===== src/rtl/fracbaud_pkg.sv =====
package fracbaud_pkg;

    localparam int CORR_W    = 4;
    localparam int CORR_LSB  = 4;
    localparam int SIR_CNT_W = 4;
    localparam int SUBTICKS  = 16;

    typedef enum logic [1:0] {
        SEL_UART_CNT  = 2'd0,
        SEL_UART_CORR = 2'd1,
        SEL_SIR_CNT   = 2'd2,
        SEL_SIR_CORR  = 2'd3
    } reg_sel_e;

    typedef enum logic [1:0] {
        DIV_HALT  = 2'd0,
        DIV_COUNT = 2'd1,
        DIV_PAD   = 2'd2
    } div_state_e;

endpackage


===== src/rtl/fracbaud_div.sv =====
module fracbaud_div
    import fracbaud_pkg::*;
#(
    parameter int CNT_W = 8
) (
    input  logic              clk,
    input  logic              rst_n,
    input  logic              restart,
    input  logic              run_en,
    input  logic [CNT_W-1:0]  base,
    input  logic [CORR_W-1:0] corr,
    input  logic              frac_en,
    output logic              tick
);

    div_state_e        state_q, state_d;
    logic [CNT_W-1:0]  cnt_q, cnt_d;
    logic [CORR_W-1:0] acc_q, acc_d;
    logic [CORR_W:0]   sum;
    logic              at_end;
    logic              carry;

    always_comb begin
        sum    = {1'b0, acc_q} + {1'b0, corr};
        at_end = (cnt_q == base);
        carry  = frac_en && sum[CORR_W];
    end

    // next-state logic
    always_comb begin
        state_d = state_q;
        cnt_d   = cnt_q;
        acc_d   = acc_q;
        if (restart) begin
            state_d = DIV_COUNT;
            cnt_d   = '0;
            acc_d   = '0;
        end else begin
            unique case (state_q)
                DIV_HALT: begin
                    if (run_en) begin
                        state_d = DIV_COUNT;
                        cnt_d   = '0;
                    end
                end
                DIV_COUNT: begin
                    if (!run_en) begin
                        state_d = DIV_HALT;
                    end else if (at_end) begin
                        cnt_d = '0;
                        if (frac_en) begin
                            acc_d = sum[CORR_W-1:0];
                        end
                        state_d = carry ? DIV_PAD : DIV_COUNT;
                    end else begin
                        cnt_d = cnt_q + 1'b1;
                    end
                end
                DIV_PAD: begin
                    state_d = run_en ? DIV_COUNT : DIV_HALT;
                end
                default: state_d = DIV_HALT;
            endcase
        end
    end

    // state register
    always_ff @(posedge clk or negedge rst_n) begin
        if (!rst_n) begin
            state_q <= DIV_HALT;
            cnt_q   <= '0;
            acc_q   <= '0;
        end else begin
            state_q <= state_d;
            cnt_q   <= cnt_d;
            acc_q   <= acc_d;
        end
    end

    // outputs
    always_comb begin
        tick = run_en &&
               (((state_q == DIV_COUNT) && at_end && !carry) ||
                (state_q == DIV_PAD));
    end

endmodule


===== src/rtl/fracbaud_uart.sv =====
module fracbaud_uart
    import fracbaud_pkg::*;
#(
    parameter int CNT_W = 8
) (
    input  logic              clk,
    input  logic              rst_n,
    input  logic              restart,
    input  logic [CNT_W-1:0]  count,
    input  logic [CORR_W-1:0] corr,
    output logic              os_tick,
    output logic              bit_tick
);

    localparam int IDX_W = $clog2(SUBTICKS);
    localparam logic [IDX_W-1:0] LAST_IDX = IDX_W'(SUBTICKS - 1);

    logic [IDX_W-1:0] idx_q;
    logic             last_sub;

    assign last_sub = (idx_q == LAST_IDX);

    fracbaud_div #(.CNT_W(CNT_W)) u_div (
        .clk     (clk),
        .rst_n   (rst_n),
        .restart (restart),
        .run_en  (1'b1),
        .base    (count),
        .corr    (corr),
        .frac_en (last_sub),
        .tick    (os_tick)
    );

    always_ff @(posedge clk or negedge rst_n) begin
        if (!rst_n) begin
            idx_q <= '0;
        end else if (restart) begin
            idx_q <= '0;
        end else if (os_tick) begin
            idx_q <= idx_q + 1'b1;
        end
    end

    assign bit_tick = os_tick && last_sub;

endmodule


===== src/rtl/fracbaud_sir.sv =====
module fracbaud_sir
    import fracbaud_pkg::*;
(
    input  logic                 clk,
    input  logic                 rst_n,
    input  logic                 restart,
    input  logic [SIR_CNT_W-1:0] count,
    input  logic [CORR_W-1:0]    corr,
    output logic                 tick,
    output logic                 cnt_err
);

    assign cnt_err = (count == '0);

    fracbaud_div #(.CNT_W(SIR_CNT_W)) u_div (
        .clk     (clk),
        .rst_n   (rst_n),
        .restart (restart),
        .run_en  (!cnt_err),
        .base    (count),
        .corr    (corr),
        .frac_en (1'b1),
        .tick    (tick)
    );

endmodule


===== src/rtl/fracbaud_gen.sv =====
module fracbaud_gen
    import fracbaud_pkg::*;
#(
    parameter int DATA_W = 8,
    parameter int UCNT_W = 8
) (
    input  logic              clk,
    input  logic              rst_n,
    input  logic              wr_en,
    input  logic [1:0]        wr_sel,
    input  logic [DATA_W-1:0] wr_data,
    output logic              uart_os_tick,
    output logic              uart_bit_tick,
    output logic              sir_tick,
    output logic              sir_cnt_err
);

    localparam int CORR_MSB = CORR_LSB + CORR_W - 1;

    reg_sel_e              sel;
    logic [UCNT_W-1:0]     uart_cnt_q;
    logic [CORR_W-1:0]     uart_corr_q;
    logic [SIR_CNT_W-1:0]  sir_cnt_q;
    logic [CORR_W-1:0]     sir_corr_q;
    logic                  uart_restart;
    logic                  sir_restart;

    assign sel          = reg_sel_e'(wr_sel);
    assign uart_restart = wr_en && ((sel == SEL_UART_CNT) || (sel == SEL_UART_CORR));
    assign sir_restart  = wr_en && ((sel == SEL_SIR_CNT)  || (sel == SEL_SIR_CORR));

    always_ff @(posedge clk or negedge rst_n) begin
        if (!rst_n) begin
            uart_cnt_q  <= '0;
            uart_corr_q <= '0;
            sir_cnt_q   <= '0;
            sir_corr_q  <= '0;
        end else if (wr_en) begin
            unique case (sel)
                SEL_UART_CNT:  uart_cnt_q  <= wr_data[UCNT_W-1:0];
                SEL_UART_CORR: uart_corr_q <= wr_data[CORR_MSB:CORR_LSB];
                SEL_SIR_CNT:   sir_cnt_q   <= wr_data[SIR_CNT_W-1:0];
                SEL_SIR_CORR:  sir_corr_q  <= wr_data[CORR_MSB:CORR_LSB];
                default: ;
            endcase
        end
    end

    fracbaud_uart #(.CNT_W(UCNT_W)) u_uart (
        .clk      (clk),
        .rst_n    (rst_n),
        .restart  (uart_restart),
        .count    (uart_cnt_q),
        .corr     (uart_corr_q),
        .os_tick  (uart_os_tick),
        .bit_tick (uart_bit_tick)
    );

    fracbaud_sir u_sir (
        .clk     (clk),
        .rst_n   (rst_n),
        .restart (sir_restart),
        .count   (sir_cnt_q),
        .corr    (sir_corr_q),
        .tick    (sir_tick),
        .cnt_err (sir_cnt_err)
    );

endmodule


===== config.mk =====
export PLATFORM = sky130hd
export DESIGN_NAME = fracbaud_gen
export DESIGN_NICKNAME = d
export VERILOG_FILES = /design/src/rtl/fracbaud_pkg.sv /design/src/rtl/fracbaud_div.sv /design/src/rtl/fracbaud_uart.sv /design/src/rtl/fracbaud_sir.sv /design/src/rtl/fracbaud_gen.sv
export SDC_FILE = /design/constraint.sdc
export NUM_CORES = 1
export LEC_CHECK = 0
export CAP_MARGIN = 20
export CORE_UTILIZATION = 43
export DETAILED_ROUTE_END_ITERATION = 6
export GPL_ROUTABILITY_DRIVEN = 0
export PLACE_DENSITY = 0.62
export REMOVE_ABC_BUFFERS = 1
export SLEW_MARGIN = 30
export SYNTH_ARGS = -nofsm -noshare
export SYNTH_HDL_FRONTEND = slang
export SYNTH_HIERARCHICAL = 1
export SYNTH_SLANG_ARGS = --single-unit

===== constraint.sdc =====
create_clock -name clk -period 3.5 [get_ports clk]
set_input_delay 0.525 -clock clk [delete_from_list [all_inputs] [get_ports clk]]
set_output_delay 0.525 -clock clk [all_outputs]
set_load 0.03 [all_outputs]

==> results of run 1 <==
==> final cells by class <==
cell class | count | area (um^2)
repair buffers | 22 | 198
clock buffers | 7 | 86.3
flip-flops and latches | 48 | 1200
clock inverters | 1 | 7.51
well taps | 75 | 93.8
fillers | 554 | 2910
inverters | 12 | 45.0
multi-input cells | 192 | 1520
==> through the flow <==
step           hold slack, ns  area [um^2]  power (W)  worst slack, ns
2_1_floorplan           0.229         2760    0.00102           0.0975
3_3_place_gp            0.498         3050    0.00114            0.715
3_5_place_dp            0.508         3050    0.00115            0.667
4_1_cts                 0.173         3150    0.00151            0.316
5_1_grt                 0.185         3150    0.00159            0.171
6_report                0.168         3150    0.00148            0.342
==> worst max path at each step <==
| stage | from | end | slack [ns] | depth (start not counted) |
|---|---|---|---|---|
| global route | uart_corr_q[0] | uart_os_tick | 0.17 | 8 |
| floorplan | u_uart/u_div/cnt_q[5] | uart_bit_tick | 0.1 | 5 |
| CTS | uart_corr_q[0] | uart_os_tick | 0.32 | 8 |
| global placement | uart_corr_q[0] | uart_os_tick | 0.71 | 8 |
| finish | u_sir/u_div/acc_q[0] | sir_tick | 0.34 | 8 |
| detailed placement | uart_corr_q[0] | uart_os_tick | 0.67 | 8 |
==> layout by cell type (no fill, tap or decap), types with 2 or more instances in the layout <==
cell type         n
and2_2            2
o311a_1           2
o21ai_1           4
mux2i_1           3
clkdlybuf4s50_1  14
xor2_1            6
nand2_1          16
dfrtp_1          48
inv_1            12
xnor2_1          11
and3_1            3
nand3b_1          4
nand4_2           2
o311ai_2          2
buf_4             7
mux2_2           21
nor4_1            2
a31o_1            2
a21o_1            2
o22ai_1           2
nor2b_1           5
fa_1              2
nand3_1           9
a21oi_1           9
nor3_1            5
clkbuf_8          6
nand4b_1          2
nor2_1           10
o2111ai_1         2
nand2b_1          5
conb_1            8
and2_1            2
o21ai_0           7
o41ai_2           2
ha_1             11
==> cells in the mapped netlist (5+ instances only) <==
| cell type | number | area, um^2 |
|---|---|---|
| dfrtp_1 | 48 | 1200 |
| mux2_2 | 21 | 236 |
| nand2_1 | 16 | 60.1 |
| inv_1 | 12 | 45.0 |
| ha_1 | 11 | 138 |
| xnor2_1 | 11 | 96.3 |
| nor2_1 | 10 | 37.5 |
| a21oi_1 | 9 | 45.0 |
| nand3_1 | 9 | 45.0 |
| o21ai_0 | 7 | 35.0 |
| xor2_1 | 6 | 52.6 |
| nand2b_1 | 5 | 31.3 |
| nor2b_1 | 5 | 31.3 |
| nor3_1 | 5 | 25.0 |
==> logic make-up after synthesis <==
kind of cell    count (synthesis)
fa+ha+maj                      13
other cells                     2
xor+xnor                       17
compound gates                 48
buf+inv                        17
simple gates                   81
flops                          48
mux                            25
==> flip-flops by register name, indices dropped and copies added, names as in the netlist <==
signal	count
sir_cnt_q	4
uart_corr_q	4
u_sir/u_div/cnt_q	4
u_sir/u_div/acc_q	4
u_uart/u_div/state_q	2
u_uart/u_div/cnt_q	8
uart_cnt_q	8
sir_corr_q	4
u_uart/idx_q	4
u_sir/u_div/state_q	2
u_uart/u_div/acc_q	4
==> critical path: cells and delay by family, from the launching register on <==
family / cells / cell delay [ns]
compound gates: 2 / 0.48
fa+ha+maj: 2 / 0.54
buf+inv: 2 / 0.63
flops: 1 / 0.36
simple gates: 2 / 0.31
==> power groups by stage <==
| stage | Clock (W) | Sequential (W) | Combinational (W) |
|---|---|---|---|
| final | 0.000347 | 0.000720 | 0.000415 |
| after global routing | 0.000389 | 0.000734 | 0.000470 |
| after CTS | 0.000366 | 0.000721 | 0.000418 |
| after detailed placement | 0 | 0.000732 | 0.000415 |
| after global placement | 0 | 0.000730 | 0.000407 |
| after floorplan | 0 | 0.000708 | 0.000313 |
==> metal layers <==
metal | up-vias | GRT usage | share of wire
met4 | 0 | 0.0579 | 0.013
met3 | 6 | 0.0374 | 0.022
met2 | 17 | 0.293 | 0.47
met1 | 949 | 0.238 | 0.50
li1 | 968 | - | -
met5 | - | 0 | 0
==> impl_metrics.env, run 1 <==
export IMPL_drtIter0Drc=72
export IMPL_wl_per_cell_um=14.8
export IMPL_vias=1940
export IMPL_synth_xor_area_frac=0.0539
export IMPL_cp_cell_sequence="ha_1, inv_1, fa_1, or2b_1, a21oi_1, nor4b_2, o21a_1, clkdlybuf4s50_1"
export IMPL_internal_power_w=0.00100
export IMPL_maxSlewViolCount=0
export IMPL_synthCells=251
export IMPL_core_mm2=0.00606
export IMPL_synth_cell_types=63
export IMPL_cts_tree="built"
export IMPL_synthAdderAreaFrac=0.0644
export IMPL_period_minus_slack_ns=3.16
export IMPL_drive_above_1_share=0.191
export IMPL_pwr_share_seq=0.486
export IMPL_critPathKind="reg -> out"
export IMPL_port_buffers=16
export IMPL_synth_compound_area_frac=0.136
export IMPL_root_buffer="clkbuf_8"
export IMPL_grt_overflow_total=0
export IMPL_muxShareOfSynthArea=0.102
export IMPL_r2r_worst_path_cells=10
export IMPL_tritoncts_num_buffers=5
export IMPL_swShare=0.323
export IMPL_reg2reg_slack_ns=1.16
export IMPL_hp_class="in -> async"
export IMPL_synthArstFlopShare=1.00
export IMPL_r2r_end="u_uart/idx_q[3]"
export IMPL_setup_tns_ns=0
export IMPL_grt_max_degree=30
export IMPL_rsz0062_at_grt="no"
export IMPL_p_switching_w=0.000478
export IMPL_cts_resized=0
export IMPL_htree_levels=2
export IMPL_dieHeight_um=82.1
export IMPL_grt_total_usage=0.180
export IMPL_grt_pass1_wl_um=9100
export IMPL_finalHoldViolations=0
export IMPL_timing_rr_start="uart_corr_q[0]"
export IMPL_ys_seq_area_frac=0.435
export IMPL_syn_to_final_growth_pct=14.0
export IMPL_clkPwrFrac=0.234
export IMPL_detailed_place_hpwl_um=3940
export IMPL_synth_edf_count=0
export IMPL_clockBufferDepth=2
export IMPL_grt_pass1_vias=1934
export IMPL_yosys_most_used_dff="dfrtp_1"
export IMPL_critPathSlowestCell="clkdlybuf4s50_1"
export IMPL_vdd_ir_drop_max_uv=262
export IMPL_antenna_found_initial=0
export IMPL_path_clk_slew_ns=0.09
export IMPL_period_share=0.902
export IMPL_p_per_area_mw_per_mm2=471
export IMPL_arrival_ns=2.63
export IMPL_cp_required_ns=2.97
export IMPL_synth_cell_area_mm2=0.00276
export IMPL_cts_sinks=48
export IMPL_worst_pin_slew_ns=0.698
export IMPL_drt_wl_total_um=5290
export IMPL_outcome="finished clean"
export IMPL_cts_setup_buffers=0
export IMPL_postLayoutCoreUtil=0.519
export IMPL_finalSetupViolations=0
export IMPL_fmax_mhz=317
export IMPL_dr_pass1_iters=4
export IMPL_final_cells=357
export IMPL_fp_row_count=28
export IMPL_fin_nets=307
export IMPL_fin_skew_ns=0.0130
export IMPL_placedCellCount=349
export IMPL_die_area_mm2=0.00674
export IMPL_viasPerCell=5.43
export IMPL_max_stage_delay_ns=0.58
export IMPL_clkLatencyLatePin_ns=0.30
export IMPL_power_frac_comb=0.280
export IMPL_initial_utilization=0.455
export IMPL_leakage_nw=1.37
export IMPL_maxCapViolations=0
export IMPL_synth_avg_cell_area_um2=11.0
export IMPL_synth_top_family_by_area="simple AND/OR/NAND/NOR gates"
export IMPL_antenna_cells=0
export IMPL_ys_ff_latch=48
export IMPL_max_slew_margin=0.533
export IMPL_io_pins=17
export IMPL_fp_dieW_um=82.1
export IMPL_cp_start_kind="register"
export IMPL_yosysWarnings=6
export IMPL_yosys_area_share_simple=0.182
export IMPL_cts_hold_buffers=0
export IMPL_antenna_left=0
export IMPL_worstPathMaxFanout=2
export IMPL_end_kind="output pin"
export IMPL_drc_errors=0
Power figures use the tool's default switching activity.
==> inputs of run 2 (changes only) <==
Settings changed: SKIP_LAST_GASP set to 1.
==> results of run 2 <==
Final layout, timing and power as in run 1 (identical DEF).
